### config.mk
export PLATFORM = sky130hd
export DESIGN_NAME = evc_sat_cnt
export DESIGN_NICKNAME = d
export VERILOG_FILES = /design/src/rtl/evc_sat_cnt.sv
export SDC_FILE = /design/constraint.sdc
export NUM_CORES = 1
export LEC_CHECK = 0
export CORE_UTILIZATION = 51
export DETAILED_ROUTE_END_ITERATION = 12
export PLACE_DENSITY = 0.86
export SLEW_MARGIN = 20
export SYNTH_ARGS = -nofsm -noshare
export SYNTH_HDL_FRONTEND = slang
export SYNTH_SLANG_ARGS = --single-unit
### constraint.sdc
create_clock -name clk -period 3.56 [get_ports clk]
set_input_delay 0.534 -clock clk [delete_from_list [all_inputs] [get_ports clk]]
set_output_delay 0.534 -clock clk [all_outputs]
set_load 0.005 [all_outputs]
### src/rtl/evc_sat_cnt.sv
module evc_sat_cnt #(
  parameter int unsigned CW = 16
) (
  input  logic          clk,
  input  logic          rst_n,
  input  logic          clr,
  input  logic          inc,
  output logic [CW-1:0] cnt
);
  localparam logic [CW-1:0] CNT_MAX = '1;

  always_ff @(posedge clk) begin
    if (!rst_n)                        cnt <= '0;
    else if (clr)                      cnt <= '0;
    else if (inc && (cnt != CNT_MAX))  cnt <= cnt + CW'(1);
  end

  assert_step_R8: assert property (@(posedge clk) disable iff (!rst_n)
    (!clr && inc && cnt != CNT_MAX) |=> cnt == $past(cnt) + CW'(1));
  assert_sat_hold_R8: assert property (@(posedge clk) disable iff (!rst_n)
    (!clr && cnt == CNT_MAX) |=> cnt == CNT_MAX);
  assert_idle_hold_R8: assert property (@(posedge clk) disable iff (!rst_n)
    (!clr && !inc) |=> $stable(cnt));
  assert_clear_R9: assert property (@(posedge clk) disable iff (!rst_n)
    clr |=> cnt == '0);
endmodule

### Yosys cells after proc, flatten, opt, wreduce, memory -nomap -nowiden

Cells that the tools add are included.

* bits in registers: 16
* bits of input ports: 4
* output and inout port bits: 16
* logic and storage cells: 6

* add/sub/neg operators: 1
* equal/unequal tests: 1
* bitwise operators: 1
* reduce and logical (&&, ||, !) cells: 2

Operators by type and width (count)
* $add A16 B1 Y16 const B: 1
* $ne A16 B16 Y1 const B: 1
* $reduce_or A2 Y1: 1
* $logic_and A1 B1 Y1: 1
* $not A1 Y1: 1

### Longest topological paths before layout

Gate-level depths: netlist (run 1).

* word-level depth: 2
* gate-level depth with buffers: 5

### Least setup slack after synthesis (run 1)

No wires, ideal clock.

* kind: reg2reg
* start point: reg cnt[0]
* end point: reg cnt[14]
* library setup time: 0.115 ns
* arrival time: 1.420 ns
* required time: 3.445 ns
* slack: 2.026 ns
* stages on the path, launching flop included: 6
* buffers on the path: 0
* cells stage by stage: dfxtp_1 -> ha_1 -> and4_2 -> o311ai_2 -> o31a_1 -> o21a_1

* longest elaborated chain between the ends: 2
* elaborated cells on any way between the ends: 3
* those cells by class: 1 x add/sub; 1 x eq/ne; 1 x reduce/logical

RTL lines
* from (decl): RTL line 8 `output logic [CW-1:0] cnt`
* from (signal assigned): RTL line 15 `else if (inc && (cnt != CNT_MAX)) cnt <= cnt + CW'(1);`
* branches (longest 2 deep; another with $add A16 B1 Y16)

Parallel ways; which one is timed is not known.
A chain may end at the register's enable or synchronous reset.

### Final worst setup path (run 1)

* start point: reg cnt[3]
* end point: out cnt[3]

No word-level cell between the ends.

==> results of run 1 <==
[placed cells by master, fill, tap and decap left out, types with 2 or more instances in the layout]
cell,instances
or3_1,2
o21ai_0,4
dfxtp_1,16
nand2b_1,2
clkdlybuf4s50_1,19
o31ai_1,2
and4_2,2
o311ai_0,2
a21oi_1,4
nand4_4,2
xor2_1,3
nor4_1,3
clkbuf_4,3
nand2_1,5
inv_1,2
and2_1,3
nand4_1,2
nor2_1,10
or4_1,2
nand3_1,4
o41ai_1,2
[power breakdown]
| part | switching, mW | internal [mW] | total (mW) |
|---|---|---|---|
| sequential | 0.000933 | 0.180 | 0.181 |
| clock | 0.0622 | 0.0623 | 0.125 |
| combinational | 0.00644 | 0.00727 | 0.0137 |
[routing by layer]
layer / part of all wire, % / track usage [%]
met5: 0 / 0
met4: 1.4 / 10.91
met3: 3.6 / 7.660
met2: 50 / 36.42
met1: 45 / 29.63
[tightest hold or removal path: cells and delay by family (launching register included)]
family / cells / cell delay (ns)
flip-flops: 1 / 0.36
AO/OA/AOI/OAI: 2 / 0.15
[through the flow]
stage,hold slack [ns],utilization (%),setup slack [ns]
floorplan,0.5035,-,2.026
global route,0.5916,71.83,1.590
global placement,0.5198,69.48,1.436
detailed placement,0.5283,69.48,1.387
CTS,0.5437,71.83,1.637
finish,0.5412,71.83,1.643
[Yosys cell counts, types with 2 or more instances]
cell | instances | area, µm²
a21oi_1 | 4 | 20.02
o21ai_0 | 4 | 20.02
nand3_1 | 4 | 20.02
and4_2 | 2 | 20.02
nor4_1 | 3 | 18.77
and2_1 | 3 | 18.77
o41ai_1 | 2 | 17.52
or3_1 | 2 | 12.51
nand4_4 | 2 | 42.54
inv_1 | 2 | 7.510
nand2_1 | 5 | 18.77
dfxtp_1 | 16 | 320.3
o311ai_0 | 2 | 17.52
xor2_1 | 3 | 26.28
nand4_1 | 2 | 12.51
nand2b_1 | 2 | 12.51
or4_1 | 2 | 15.01
nor2_1 | 10 | 37.54
o31ai_1 | 2 | 15.01
[cell type report]
| type | instances | share of cell area, % |
|---|---|---|
| multi-input cells | 72 | 48.14 |
| flip-flops and latches | 16 | 28.93 |
| well taps | 16 | 1.808 |
| clock buffers | 4 | 3.277 |
| repair buffers | 19 | 17.18 |
| inverters | 2 | 0.6780 |
[worst max-delay path by stage]
stage / to / slack [ns] / depth (start not counted)
5_1_grt: cnt[3] / 1.59 / 1
6_report: cnt[3] / 1.64 / 1
3_3_place_gp: cnt[13] / 1.44 / 5
2_1_floorplan: cnt[14] / 2.03 / 5
4_1_cts: cnt[3] / 1.64 / 1
3_5_place_dp: cnt[13] / 1.39 / 5
[kinds of logic (layout without fill, tap and decap cells)]
kind of cell / after synthesis / after routing / synth area share, %
multiplexers: 1 / 1 / 1.158
flip-flops: 16 / 16 / 37.05
adder cells (fa/ha/maj): 1 / 1 / 1.447
buffers and inverters: 3 / 25 / 1.302
AO/OA/AOI/OAI: 22 / 22 / 21.42
AND/OR/NAND/NOR: 44 / 44 / 33.58
XOR/XNOR: 4 / 4 / 4.053
==> flow_summary.yaml, run 1 <==
yosys:
  synthArstFlopShare_pct: 0
  ys_ff_latch: 16
  synth-edff-count: 0
  synth-seq-area-share_pct: 37.05
  synth_warnings: 0
  yosysUniqueCellTypes: 38
  syn-cell-area_um2: 864.6
  ys.flop_type: "dfxtp_1"
  synthCells: 91
  syn-num-nets: 96
  avgSynthCellArea_um2: 9.501
final_layout:
  multi_input_area_um2: 533.0
  fill_cells: 123
  syn2layout_area_growth_pct: 28.08
  top_register: "cnt"
  final_cell_area_um2: 1107
  largest_reg_flops: 16
  regArea_um2: 320.3
  largestRegisters: "cnt: 16 flops"
  instances_no_fill: 129
  drive_above_1_share_pct: 10.62
  n_antenna_cell: 0
  fin_nets: 119
detailed_routing:
  drtIter0Drc: 18
  num_vias: 812
  via_per_inst: 6.295
  ant_nets: 0
  first_pass_iters: 4
  drc: 0
  post_drt_wl_per_cell_um: 14.89
  wirelength_um: 1921
worst_hold_path:
  hp-start: "cnt[5]"
  hold_depth: 2
  hold_end: "cnt[5]"
  hold_path.class: "reg -> reg"
clocking:
  clkLatencyLatePin_ns: 0.29
  cts_sinks: 16
  clk_pin_slew_ns: 0.10
  cts_tree: "done"
  post_cts_resized: 0
  cts_root_buf: "clkbuf_4"
  post_cts_buffers: 0
  hold_buffers: 0
  cts-htree-levels: 1
  cts.path.max_buffers: 2
  numCtsBuffers: 3
floorplan:
  fp-row-count: 14
  die-area_um2: 1864
  core_um2: 1541
  die_w_um: 43.18
  io_pins: 20
  start_util_pct: 56.09
  dieHeight_um: 43.18
global_route:
  grt_pass1_vias: 723
  grt_max_degree: 12
  grt_overflow_total: 0
  grt_pass1_wl_um: 3236
  track_usage_pct: 23.62
  antenna_found_initial: 0
critical_path:
  crit_slowest_cell: "clkdlybuf4s50_1"
  crit_type: "reg -> out"
  cp_max_fo: 8
  cp-end-kind: "output pin"
  cpPeakStageDelay_ns: 0.57
  path_delay_family: "buffers and inverters"
  r2r_end: "cnt[14]"
  worst-path-buf-inv: 1
  critical_path.cell_chain: "clkdlybuf4s50_1"
  required_ns: 3.03
  crit_arrival_ns: 1.38
  reg2reg_depth: 5
  critPathLaunch: "cnt[3]"
  startpoint_type: "flip-flop"
  rr_startpoint: "cnt[0]"
  ff2ff_setup_slack_ns: 1.91
placed_design:
  io_buffers: 19
  placed_cells: 125
  place_congestion: 0.8179
  dp_hpwl_um: 1369
  place_area_um2: 1071
sta:
  hold_viol_final: 0
  slew_violations: 0
  finalSetupViolCount: 0
  fin_tns_setup_ns: 0
  rsz0062_at_grt: "no"
  worst_pin_slew_ns: 0.4909
  timing.final.crit_share_pct: 53.84
  slew_headroom_pct: 67.20
  skew_ns: 0.001596
  fin_crit_ns: 1.917
  clock.fmax_ghz: 0.5217
power_and_ir_drop:
  ir_drop_uv: 257.9
  p_leak_nw: 0.3980
  powerDensity_nw_per_um2: 288.0
  finalPower_mw: 0.3189
status:
  outcome: "complete, no violations"
run:
  cap_violations: 0
Power figures use the tool's default switching activity.
==> inputs of run 2 (changes only) <==
Settings changed: CORE_UTILIZATION 51 to 48, PLACE_DENSITY 0.86 to 0.82.
Clock period 3.56 ns to 1.83 ns, I/O delays scaled along.
==> flow_summary.yaml, run 2 (synthesis gave the netlist of run 1 again) <==
critical_path:
  critical_path.cell_chain: "clkdlybuf4s50_1"
  cpPeakStageDelay_ns: 0.57
  startpoint_type: "flip-flop"
  critPathLaunch: "cnt[10]"
  r2r_end: "cnt[14]"
  crit_arrival_ns: 1.32
  ff2ff_setup_slack_ns: 0.23
  crit_type: "reg -> out"
  required_ns: 1.56
  worst-path-buf-inv: 1
  path_delay_family: "buffers and inverters"
  crit_slowest_cell: "clkdlybuf4s50_1"
  cp_max_fo: 5
  rr_startpoint: "cnt[0]"
  reg2reg_depth: 6
  cp-end-kind: "output pin"
sta:
  finalSetupViolCount: 0
  clock.fmax_ghz: 0.6255
  timing.final.crit_share_pct: 87.36
  slew_headroom_pct: 71.24
  skew_ns: 0.005551
  slew_violations: 0
  fin_tns_setup_ns: 0
  fin_crit_ns: 1.599
  worst_pin_slew_ns: 0.4291
  rsz0062_at_grt: "no"
  hold_viol_final: 0
global_route:
  grt_max_degree: 11
  grt_overflow_total: 0
  antenna_found_initial: 0
  grt_pass1_vias: 767
  track_usage_pct: 23.14
  grt_pass1_wl_um: 3318
detailed_routing:
  first_pass_iters: 4
  drc: 0
  post_drt_wl_per_cell_um: 13.82
  ant_nets: 0
  wirelength_um: 2018
  num_vias: 863
  drtIter0Drc: 22
  via_per_inst: 5.911
final_layout:
  instances_no_fill: 146
  n_antenna_cell: 0
  syn2layout_area_growth_pct: 37.05
  fin_nets: 128
  fin_util_pct: 74.33
  largestRegisters: "cnt: 16 flops"
  top_register: "cnt"
  drive_above_1_share_pct: 17.21
  most-common-layout-cells: "clkdlybuf4s50_1, dfxtp_1, nor2_1, buf_4, nand2_1"
  largest_reg_flops: 16
  final_common_cell: "clkdlybuf4s50_1"
clocking:
  numCtsBuffers: 3
  cts_tree: "done"
  cts.path.max_buffers: 2
  clkLatencyLatePin_ns: 0.29
  cts_sinks: 16
  clk_pin_slew_ns: 0.10
  hold_buffers: 0
  cts-htree-levels: 1
  cts_root_buf: "clkbuf_4"
  post_cts_resized: 0
  post_cts_buffers: 0
floorplan:
  core_um2: 1594
  dieHeight_um: 44.44
  io_pins: 20
  start_util_pct: 54.24
  die-area_um2: 1975
  die_w_um: 44.44
  fp-row-count: 14
placed_design:
  place_congestion: 0.8484
  placed_cells: 142
  dp_hpwl_um: 1489
  io_buffers: 19
worst_hold_path:
  hold_end: "cnt[5]"
  hold_depth: 2
  hold_path.class: "reg -> reg"
  hp-start: "cnt[5]"
power_and_ir_drop:
  powerDensity_nw_per_um2: 524.4
  ir_drop_uv: 455.9
  finalPower_mw: 0.6214
  p_leak_nw: 0.4413
status:
  outcome: "complete, no violations"
run:
  cap_violations: 0
run 2: changes by cell type in the layout (fill, tap and decap cells not counted):
cell / change
buf_4: +9
run 2: how the worst max path moves through the flow:
stage | endpoint | slack [ns] | cells past startpoint
6_report | cnt[10] | 0.23 | 1
5_1_grt | cnt[15] | 0.11 | 5
4_1_cts | cnt[10] | 0.22 | 1
3_5_place_dp | cnt[13] | 0.03 | 5
3_3_place_gp | cnt[13] | 0.08 | 5
2_1_floorplan | cnt[14] | 0.30 | 5
run 2: per-layer routing:
layer  part of all wire [%]  track usage, %  vias to the layer above  wire length [µm]
met4                   0.74           8.485                        0                15
met3                    5.3           6.122                        4               107
met5                      0               0                        -                 0
li1                       -               -                      419                 -
met1                     44           27.32                      406               878
met2                     50           40.00                       34              1016
run 2: cell type report:
class / count / area [µm²]
flip-flops and latches: 16 / 320.3
inverters: 2 / 7.507
repair buffers: 28 / 257.7
multi-input cells: 72 / 533.0
fillers: 122 / 409.1
well taps: 24 / 30.03
clock buffers: 4 / 36.28
run 2: through the flow:
stage / instance area, µm² / hold WS, ns / setup WS [ns]
floorplan: 864.6 / 0.4575 / 0.2959
global placement: 1149 / 0.5083 / 0.07958
detailed placement: 1149 / 0.5329 / 0.02988
CTS: 1185 / 0.5409 / 0.2232
global route: 1185 / 0.5912 / 0.1086
finish: 1185 / 0.5335 / 0.2313
run 2: where the power goes:
group	total, mW	switching (mW)	internal (mW)
logic	0.0326	0.0143	0.0182
clock network	0.237	0.116	0.121
registers	0.351	0.00192	0.349
total	0.621	0.132	0.489
